File: src/rtl/spi_cfg_pkg.sv
package spi_cfg_pkg;
  localparam int FRAME_W = 16;
  localparam int ADDR_W  = 3;
  localparam int DATA_W  = 12;
  localparam int CFG1_W  = 10;
  localparam int RSTF_W  = 8;
  localparam int LANE_BIT = 8;

  localparam logic [ADDR_W-1:0] ADR_NOP    = 3'd0;
  localparam logic [ADDR_W-1:0] ADR_CFG1   = 3'd1;
  localparam logic [ADDR_W-1:0] ADR_CFG2   = 3'd2;
  localparam logic [ADDR_W-1:0] ADR_ALERT  = 3'd3;
  localparam logic [ADDR_W-1:0] ADR_THR_LO = 3'd4;
  localparam logic [ADDR_W-1:0] ADR_THR_HI = 3'd5;

  localparam logic [RSTF_W-1:0] CODE_SOFT = 8'h3C;
  localparam logic [RSTF_W-1:0] CODE_HARD = 8'hFF;

  localparam logic [CFG1_W-1:0] CFG1_DEF   = '0;
  localparam logic              LANE_DEF   = 1'b0;
  localparam logic [DATA_W-1:0] ALERT_DEF  = 12'h000;
  localparam logic [DATA_W-1:0] THR_LO_DEF = 12'h800;
  localparam logic [DATA_W-1:0] THR_HI_DEF = 12'h7FF;

  typedef struct packed {
    logic       os_mode;
    logic [2:0] osr;
    logic       crc_wr;
    logic       crc_rd;
    logic       alert_en;
    logic       boost;
    logic       ref_sel;
    logic       pwr_mode;
  } cfg1_t;
endpackage

File: src/rtl/pin_sync.sv
module pin_sync #(
  parameter int              WIDTH   = 3,
  parameter int              STAGES  = 2,
  parameter logic [WIDTH-1:0] RST_VAL = '0
) (
  input  logic             clk,
  input  logic             rst_n,
  input  logic [WIDTH-1:0] din,
  output logic [WIDTH-1:0] q
);
  for (genvar g = 0; g < WIDTH; g++) begin : g_bit
    logic [STAGES-1:0] chain_q, chain_d;

    always_comb begin
      chain_d = {chain_q[STAGES-2:0], din[g]};
    end

    always_ff @(posedge clk or negedge rst_n) begin
      if (!rst_n) chain_q <= {STAGES{RST_VAL[g]}};
      else        chain_q <= chain_d;
    end

    assign q[g] = chain_q[STAGES-1];
  end
endmodule

File: src/rtl/spi_frame_engine.sv
module spi_frame_engine
  import spi_cfg_pkg::*;
(
  input  logic              clk,
  input  logic              rst_n,
  input  logic              sclk_rise,
  input  logic              sclk_fall,
  input  logic              cs_act,
  input  logic              frame_start,
  input  logic              mosi_s,
  input  logic [DATA_W-1:0] rd_data,
  output logic              cmd_valid,
  output logic              cmd_wr,
  output logic [ADDR_W-1:0] cmd_addr,
  output logic [DATA_W-1:0] cmd_data,
  output logic [ADDR_W-1:0] rd_addr,
  output logic              miso
);
  localparam int CNT_W = $clog2(FRAME_W + 1);
  localparam int PAD_W = FRAME_W - DATA_W;

  logic [CNT_W-1:0]   cnt_q, cnt_d;
  logic [FRAME_W-1:0] rx_q, rx_d;
  logic [FRAME_W-1:0] tx_q, tx_d;
  logic               vld_q, vld_d;
  logic               pend_q, pend_d;
  logic [ADDR_W-1:0]  raddr_q, raddr_d;
  logic               shift_en;

  assign shift_en = sclk_rise && cs_act && (cnt_q < CNT_W'(FRAME_W));

  always_comb begin
    cnt_d   = cnt_q;
    rx_d    = rx_q;
    tx_d    = tx_q;
    vld_d   = 1'b0;
    pend_d  = pend_q;
    raddr_d = raddr_q;
    if (frame_start) begin
      cnt_d  = '0;
      pend_d = 1'b0;
      tx_d   = pend_q ? {{PAD_W{1'b0}}, rd_data} : '0;
    end else begin
      if (shift_en) begin
        rx_d  = {rx_q[FRAME_W-2:0], mosi_s};
        cnt_d = cnt_q + 1'b1;
        vld_d = (cnt_q == CNT_W'(FRAME_W - 1));
      end
      if (sclk_fall && cs_act) begin
        tx_d = {tx_q[FRAME_W-2:0], 1'b0};
      end
    end
    if (vld_q && !rx_q[FRAME_W-1]) begin
      pend_d  = 1'b1;
      raddr_d = rx_q[FRAME_W-2 -: ADDR_W];
    end
  end

  always_ff @(posedge clk or negedge rst_n) begin
    if (!rst_n) begin
      cnt_q   <= '0;
      rx_q    <= '0;
      tx_q    <= '0;
      vld_q   <= 1'b0;
      pend_q  <= 1'b0;
      raddr_q <= '0;
    end else begin
      cnt_q   <= cnt_d;
      rx_q    <= rx_d;
      tx_q    <= tx_d;
      vld_q   <= vld_d;
      pend_q  <= pend_d;
      raddr_q <= raddr_d;
    end
  end

  assign cmd_valid = vld_q;
  assign cmd_wr    = rx_q[FRAME_W-1];
  assign cmd_addr  = rx_q[FRAME_W-2 -: ADDR_W];
  assign cmd_data  = rx_q[DATA_W-1:0];
  assign rd_addr   = raddr_q;
  assign miso      = tx_q[FRAME_W-1];


  cnt_range_chk: assert property (@(posedge clk) disable iff (!rst_n)
    cnt_q <= CNT_W'(FRAME_W));

  full_frame_chk: assert property (@(posedge clk) disable iff (!rst_n)
    vld_q |-> cnt_q == CNT_W'(FRAME_W));

  cmd_pulse_chk: assert property (@(posedge clk) disable iff (!rst_n)
    vld_q |=> !vld_q);

  pend_consume_chk: assert property (@(posedge clk) disable iff (!rst_n)
    (frame_start && !vld_q) |=> !pend_q);
endmodule

File: src/rtl/spi_cfg_regs.sv
module spi_cfg_regs
  import spi_cfg_pkg::*;
(
  input  logic              clk,
  input  logic              rst_n,
  input  logic              wr_en,
  input  logic [ADDR_W-1:0] wr_addr,
  input  logic [DATA_W-1:0] wr_data,
  input  logic [ADDR_W-1:0] rd_addr,
  output logic [DATA_W-1:0] rd_data,
  output cfg1_t             cfg1,
  output logic              lane,
  output logic [DATA_W-1:0] alert,
  output logic [DATA_W-1:0] thr_lo,
  output logic [DATA_W-1:0] thr_hi,
  output logic              soft_pulse,
  output logic              hard_pulse
);
  logic [CFG1_W-1:0] cfg1_q, cfg1_d;
  logic              lane_q, lane_d;
  logic [DATA_W-1:0] alert_q, alert_d;
  logic [DATA_W-1:0] lo_q, lo_d;
  logic [DATA_W-1:0] hi_q, hi_d;
  logic              soft_q, soft_d;
  logic              hard_q, hard_d;
  logic              cfg2_wr;

  assign cfg2_wr = wr_en && (wr_addr == ADR_CFG2);

  always_comb begin
    cfg1_d  = cfg1_q;
    lane_d  = lane_q;
    alert_d = alert_q;
    lo_d    = lo_q;
    hi_d    = hi_q;
    soft_d  = cfg2_wr && (wr_data[RSTF_W-1:0] == CODE_SOFT);
    hard_d  = cfg2_wr && (wr_data[RSTF_W-1:0] == CODE_HARD);
    if (wr_en) begin
      case (wr_addr)
        ADR_CFG1:   cfg1_d  = wr_data[CFG1_W-1:0];
        ADR_CFG2:   lane_d  = wr_data[LANE_BIT];
        ADR_ALERT:  alert_d = wr_data;
        ADR_THR_LO: lo_d    = wr_data;
        ADR_THR_HI: hi_d    = wr_data;
        default: ;
      endcase
    end
    if (hard_d) begin
      cfg1_d  = CFG1_DEF;
      lane_d  = LANE_DEF;
      alert_d = ALERT_DEF;
      lo_d    = THR_LO_DEF;
      hi_d    = THR_HI_DEF;
    end
  end

  always_ff @(posedge clk or negedge rst_n) begin
    if (!rst_n) begin
      cfg1_q  <= CFG1_DEF;
      lane_q  <= LANE_DEF;
      alert_q <= ALERT_DEF;
      lo_q    <= THR_LO_DEF;
      hi_q    <= THR_HI_DEF;
      soft_q  <= 1'b0;
      hard_q  <= 1'b0;
    end else begin
      cfg1_q  <= cfg1_d;
      lane_q  <= lane_d;
      alert_q <= alert_d;
      lo_q    <= lo_d;
      hi_q    <= hi_d;
      soft_q  <= soft_d;
      hard_q  <= hard_d;
    end
  end

  always_comb begin
    case (rd_addr)
      ADR_CFG1:   rd_data = {{(DATA_W-CFG1_W){1'b0}}, cfg1_q};
      ADR_CFG2:   rd_data = {{(DATA_W-LANE_BIT-1){1'b0}}, lane_q, {RSTF_W{1'b0}}};
      ADR_ALERT:  rd_data = alert_q;
      ADR_THR_LO: rd_data = lo_q;
      ADR_THR_HI: rd_data = hi_q;
      default:    rd_data = '0;
    endcase
  end

  assign cfg1       = cfg1_t'(cfg1_q);
  assign lane       = lane_q;
  assign alert      = alert_q;
  assign thr_lo     = lo_q;
  assign thr_hi     = hi_q;
  assign soft_pulse = soft_q;
  assign hard_pulse = hard_q;


  cfg1_write_chk: assert property (@(posedge clk) disable iff (!rst_n)
    (wr_en && wr_addr == ADR_CFG1) |=> cfg1_q == $past(wr_data[CFG1_W-1:0]));

  soft_once_chk: assert property (@(posedge clk) disable iff (!rst_n)
    soft_q |=> !soft_q);

  strobe_excl_chk: assert property (@(posedge clk) disable iff (!rst_n)
    !(soft_q && hard_q));

  hard_default_chk: assert property (@(posedge clk) disable iff (!rst_n)
    hard_q |-> (cfg1_q == CFG1_DEF && lane_q == LANE_DEF && alert_q == ALERT_DEF
                && lo_q == THR_LO_DEF && hi_q == THR_HI_DEF));

  bad_addr_chk: assert property (@(posedge clk) disable iff (!rst_n)
    (wr_en && (wr_addr == ADR_NOP || wr_addr > ADR_THR_HI)) |=>
      ($stable(cfg1_q) && $stable(lane_q) && $stable(alert_q) && $stable(lo_q) && $stable(hi_q)));

  rstfield_zero_chk: assert property (@(posedge clk) disable iff (!rst_n)
    (rd_addr == ADR_CFG2) |-> rd_data[RSTF_W-1:0] == '0);
endmodule

File: src/rtl/spi_cfg_slave.sv
module spi_cfg_slave
  import spi_cfg_pkg::*;
#(
  parameter int SYNC_STAGES = 2
) (
  input  logic        clk,
  input  logic        rst_n,
  input  logic        spi_sclk,
  input  logic        spi_cs_n,
  input  logic        spi_mosi,
  output logic        spi_miso,
  output logic        os_mode,
  output logic [2:0]  osr_code,
  output logic        crc_wr_en,
  output logic        crc_rd_en,
  output logic        alert_en,
  output logic        res_boost,
  output logic        ref_sel,
  output logic        pwr_mode,
  output logic        lane_mode,
  output logic [11:0] alert_cfg,
  output logic [11:0] thr_low,
  output logic [11:0] thr_high,
  output logic        soft_rst_pulse,
  output logic        hard_rst_pulse
);
  logic [1:0] rst_sq;
  logic       rst_int_n;

  always_ff @(posedge clk or negedge rst_n) begin
    if (!rst_n) rst_sq <= 2'b00;
    else        rst_sq <= {rst_sq[0], 1'b1};
  end
  assign rst_int_n = rst_sq[1];

  logic [2:0] pins_s;
  pin_sync #(.WIDTH(3), .STAGES(SYNC_STAGES), .RST_VAL(3'b010)) u_sync (
    .clk  (clk),
    .rst_n(rst_int_n),
    .din  ({spi_sclk, spi_cs_n, spi_mosi}),
    .q    (pins_s)
  );

  logic [1:0] prev_q, prev_d;
  always_comb prev_d = pins_s[2:1];
  always_ff @(posedge clk or negedge rst_int_n) begin
    if (!rst_int_n) prev_q <= 2'b01;
    else            prev_q <= prev_d;
  end

  logic sclk_rise, sclk_fall, cs_act, frame_start;
  assign sclk_rise   =  pins_s[2] && !prev_q[1];
  assign sclk_fall   = !pins_s[2] &&  prev_q[1];
  assign cs_act      = !pins_s[1];
  assign frame_start = !pins_s[1] &&  prev_q[0];

  logic              cmd_valid, cmd_wr;
  logic [ADDR_W-1:0] cmd_addr, rd_addr;
  logic [DATA_W-1:0] cmd_data, rd_data;

  spi_frame_engine u_eng (
    .clk        (clk),
    .rst_n      (rst_int_n),
    .sclk_rise  (sclk_rise),
    .sclk_fall  (sclk_fall),
    .cs_act     (cs_act),
    .frame_start(frame_start),
    .mosi_s     (pins_s[0]),
    .rd_data    (rd_data),
    .cmd_valid  (cmd_valid),
    .cmd_wr     (cmd_wr),
    .cmd_addr   (cmd_addr),
    .cmd_data   (cmd_data),
    .rd_addr    (rd_addr),
    .miso       (spi_miso)
  );

  cfg1_t cfg1;
  spi_cfg_regs u_regs (
    .clk       (clk),
    .rst_n     (rst_int_n),
    .wr_en     (cmd_valid && cmd_wr),
    .wr_addr   (cmd_addr),
    .wr_data   (cmd_data),
    .rd_addr   (rd_addr),
    .rd_data   (rd_data),
    .cfg1      (cfg1),
    .lane      (lane_mode),
    .alert     (alert_cfg),
    .thr_lo    (thr_low),
    .thr_hi    (thr_high),
    .soft_pulse(soft_rst_pulse),
    .hard_pulse(hard_rst_pulse)
  );

  assign os_mode   = cfg1.os_mode;
  assign osr_code  = cfg1.osr;
  assign crc_wr_en = cfg1.crc_wr;
  assign crc_rd_en = cfg1.crc_rd;
  assign alert_en  = cfg1.alert_en;
  assign res_boost = cfg1.boost;
  assign ref_sel   = cfg1.ref_sel;
  assign pwr_mode  = cfg1.pwr_mode;
endmodule

File: config.mk
export PLATFORM = sky130hd
export DESIGN_NAME = spi_cfg_slave
export DESIGN_NICKNAME = d
export VERILOG_FILES = /design/src/rtl/spi_cfg_pkg.sv /design/src/rtl/pin_sync.sv /design/src/rtl/spi_frame_engine.sv /design/src/rtl/spi_cfg_regs.sv /design/src/rtl/spi_cfg_slave.sv
export SDC_FILE = /design/constraint.sdc
export NUM_CORES = 1
export LEC_CHECK = 0
export CAP_MARGIN = 20
export CORE_UTILIZATION = 56
export DETAILED_ROUTE_END_ITERATION = 16
export GPL_TIMING_DRIVEN = 0
export PLACE_DENSITY_LB_ADDON = 0.2
export SLEW_MARGIN = 20
export SYNTH_ARGS = -nofsm -noshare
export SYNTH_HDL_FRONTEND = slang
export SYNTH_HIERARCHICAL = 1
export SYNTH_SLANG_ARGS = --single-unit
File: constraint.sdc
create_clock -name clk -period 4.3 [get_ports clk]
set_input_delay 0.645 -clock clk [delete_from_list [all_inputs] [get_ports clk]]
set_output_delay 0.645 -clock clk [all_outputs]
set_load 0.02 [all_outputs]
==> reports/qor.json <==
{
  "route.detailed.vias_per_inst": {"value": 6.28},
  "ys_async_sr_fraction": {"value": 100, "unit": "%"},
  "cts_buffers": {"value": 9},
  "synth_largest_area_cell": {"value": "dfrtp_1"},
  "critical_path.max_stage_delay": {"value": 0.61, "unit": "ns"},
  "syn-num-nets": {"value": 454},
  "met1Wirelength": {"value": 5190, "unit": "um"},
  "floorplan.initialDensity": {"value": 59.1, "unit": "%"},
  "crit_cells": {"value": 1},
  "drt_iter0_drc": {"value": 256},
  "floorplan.core_area": {"value": 0.00838, "unit": "mm2"},
  "insertion_delay": {"value": 0.37, "unit": "ns"},
  "worst-path-buf-inv": {"value": 1},
  "ioPinCount": {"value": 55},
  "run_status": {"value": "complete, no violations"},
  "regArea": {"value": 0.00255, "unit": "mm2"},
  "number_of_antenna_violations_at_the_first_check_in_global_routing": {"value": 0},
  "cts.clk_slew.worst_paths": {"value": 0.10, "unit": "ns"},
  "layout_setup_ws": {"value": 2.08, "unit": "ns"},
  "grt_first_pass_wirelength": {"value": 19700, "unit": "um"},
  "finalHoldViolations": {"value": 0},
  "final_layout_size_suffix_gt1_share": {"value": 17.2, "unit": "%"},
  "timing.critical_path.to_type": {"value": "output pin"},
  "detail-route-antenna-nets": {"value": 0},
  "worst_slew_margin_rel": {"value": 53.5, "unit": "%"},
  "final-setup-viol-count": {"value": 0},
  "post_synth_inst_count": {"value": 447},
  "flow.area_growth_from_synthesis": {"value": 19.1, "unit": "%"},
  "vias": {"value": 3913},
  "min_path_type": {"value": "flop to flop"},
  "worst_path_max_delay_cell": {"value": "clkdlybuf4s50_1"},
  "synth.top_cells.by_area": {"value": "dfrtp_1, dfstp_2, mux2i_1, nand2_1, a22oi_1"},
  "row_count": {"value": 33},
  "grtUsageTotal": {"value": 29.0, "unit": "%"},
  "transition_time_of_the_tightest_slew_check_pin": {"value": 0.696, "unit": "ns"},
  "die_h": {"value": 96.1, "unit": "um"},
  "critical_path_peak_fanout": {"value": 4},
  "cts.repair_timing.setup_buffer_count": {"value": 0},
  "met2_length": {"value": 5880, "unit": "um"},
  "grt_pass1_vias": {"value": 3822},
  "clock_tree_from_tritoncts": {"value": "yes"},
  "cts_root_buffer": {"value": "clkbuf_8"},
  "synth.cell_area": {"value": 0.00495, "unit": "mm2"},
  "global_route.overflow_total": {"value": 0},
  "cts_max_path_buffers": {"value": 2},
  "cp_top_family": {"value": "buffers and inverters"},
  "routed.top_layer": {"value": "met4"},
  "synth_top_area_share": {"value": 43.4, "unit": "%"},
  "fillerInstances": {"value": 611},
  "drt_wl_total": {"value": 12200, "unit": "um"},
  "number_of_diodes": {"value": 0},
  "mostFrequentLayoutCell": {"value": "dfrtp_1"},
  "drtPass1Iterations": {"value": 5},
  "synth-seq-area-share": {"value": 51.4, "unit": "%"},
  "timing.clock.skew": {"value": 0.0121, "unit": "ns"},
  "finalCritPeriodShare": {"value": 51.7, "unit": "%"},
  "required_time_of_the_critical_path": {"value": 3.65, "unit": "ns"},
  "total_power": {"value": 1.88, "unit": "mW"},
  "placement.io_buffers": {"value": 54},
  "clkSinkCount": {"value": 101},
  "worstRegToRegCells": {"value": 7},
  "min_clock_period_post_route": {"value": 2.22, "unit": "ns"},
  "slew_violations": {"value": 0},
  "setup.worst_path.start_class": {"value": "flop"},
  "pre_cts_ws": {"value": 2.34, "unit": "ns"},
  "yosys_most_used_dff": {"value": "dfrtp_1"},
  "pwr_density_cell": {"value": 318, "unit": "mW/mm2"},
  "critical_path.cell_chain": {"value": "clkdlybuf4s50_1"},
  "wl_met3": {"value": 899, "unit": "um"},
  "cts_resized": {"value": 0},
  "critPathKind": {"value": "flop to output pin"},
  "detailedPlacementHpwl": {"value": 8400, "unit": "um"},
  "cts_hold_buffers": {"value": 0},
  "final_nets": {"value": 520},
  "drt-wirelength-per-cell": {"value": 19.6, "unit": "um"},
  "floorplan.die.width": {"value": 96.1, "unit": "um"},
  "holdPathStages": {"value": 0},
  "synth_enable_flop_cells": {"value": 0},
  "timing.fmax": {"value": 450, "unit": "MHz"},
  "max_cap_violations": {"value": 0},
  "die_area": {"value": 0.00923, "unit": "mm2"},
  "multiInputGateArea": {"value": 0.00214, "unit": "mm2"},
  "htree_levels": {"value": 3},
  "ys_warn_count": {"value": 6},
  "grt_start_max_net_pins": {"value": 52},
  "globalplace.congestion": {"value": 0.878},
  "synth_cell_type_count": {"value": 55},
  "count_of_unresolved_drc_violations_after_routing": {"value": 0},
  "worst-endpoint-arrival": {"value": 1.58, "unit": "ns"},
  "top_library_cells_by_usage_in_the_layout_fill_and_taps_aside": {"value": "dfrtp_1, clkdlybuf4s50_1, nand2_1"},
  "grt_setup_unrepaired": {"value": "false"},
  "syn_avg_cell_area": {"value": 11.1, "unit": "um2"},
  "setup-tns-final": {"value": 0, "unit": "ns"},
  "vdd.ir_drop.worst": {"value": 0.000191, "unit": "V"},
  "synth-seq-cells": {"value": 101},
  "leakagePower": {"value": 2.45, "unit": "nW"}
}
## logic make-up (layout without fill, tap and decap cells)
logic type,count (synthesis),in the layout,share of synthesized area [%]
AOI/OAI and AO/OA,126,126,18.2
and+or+nand+nor,116,116,12.8
DFF,101,101,51.4
muxes,50,50,11.2
buffers and inverters,49,120,5.45
adders and majority gates,2,2,0.505
xor gates and xnor gates,2,2,0.354
other,1,1,0.0757
## synth_stat cells, types with 2 or more instances
cell type,n
nand3b_1,3
ha_1,2
nor2b_1,4
xor2_1,2
a2bb2oi_1,6
o311ai_0,8
o21ai_2,9
a31o_2,7
mux2_2,7
buf_6,7
buf_4,3
o21ai_0,27
inv_1,10
or3_1,2
mux2_4,9
and2_1,3
buf_2,5
o22ai_1,12
nor2_1,8
a31o_1,6
nand4b_1,2
a21oi_1,10
a22o_1,14
or4_1,6
clkbuf_1,19
a22oi_1,20
dfstp_2,15
nand3_1,17
mux2i_1,34
nand2b_1,3
o2111ai_1,2
nand2_1,54
nand4_1,2
dfrtp_1,86
buf_1,3
## final timing paths
kind	from	to	slack [ns]
setup / recovery	u_regs/thr_hi[8]	thr_high[8]	2.08
hold / removal	u_sync/g_bit[2].chain_q[0]	u_sync/g_bit[2].chain_q[1]	0.36
min in group asynchronous	rst_sq[1]	u_eng/rx_q[14]	0.37
hold reg to reg	u_sync/g_bit[2].chain_q[0]	u_sync/g_bit[2].chain_q[1]	0.36
max in group asynchronous	rst_sq[1]	u_regs/thr_hi[2]	3.20
setup reg to reg	u_eng/rx_q[12]	u_regs/cfg1[4]	2.28
## per-layer routing
layer	global-route usage, %	vias to the layer above
met5	0	-
met4	9.83	0
met3	4.74	18
met2	46.6	188
met1	39.9	1930
li1	-	1777
## worst reg2reg max path, cell delays in order (launching register included)
cell and delay [ns]:
dfrtp_1 0.43, buf_2 0.20, nand4bb_4 0.26, or3_1 0.42
buf_6 0.15, inv_2 0.15, buf_6 0.21, o21ai_2 0.08
## power breakdown
group / leakage [nW] / internal, mW / switching (mW) / total (mW)
registers: 1.33 / 0.986 / 0.0828 / 1.07
clock network: 0.120 / 0.390 / 0.336 / 0.725
logic: 0.997 / 0.0455 / 0.0361 / 0.0817
total: 2.45 / 1.42 / 0.455 / 1.88
## per-stage QoR
step           cell area [um2]  hold slack, ns  utilization (%)  cells
6_report                  5900           0.358             70.4    623
5_1_grt                   5900           0.359             70.4    623
4_1_cts                   5900           0.362             70.4    623
3_5_place_dp              5660           0.340             67.5    607
3_3_place_gp              5630           0.335             67.1    606
2_1_floorplan             4950           0.331                -    447
## final cells by class
class                      count  area share [%]
timing repair buffer          55            9.62
multi-input combinational    297            36.2
clock inverter                 7            2.04
buffer                        38            3.88
tap                          105            2.23
inverter                      11           0.700
sequential                   101            43.2
clock buffer                   9            2.10
## registers in the layout, summed over array words and instances (netlist names), 2 cells and up
name	count
u_regs/thr_hi	12
u_eng/cnt_q	5
u_regs/cfg1	10
u_eng/rx_q	16
u_eng/tx_q	16
u_regs/thr_lo	12
u_regs/alert	12
u_eng/rd_addr	3
u_sync/g_bit.chain_q	6
prev_q	2
rst_sq	2
Power figures use the tool's default switching activity.
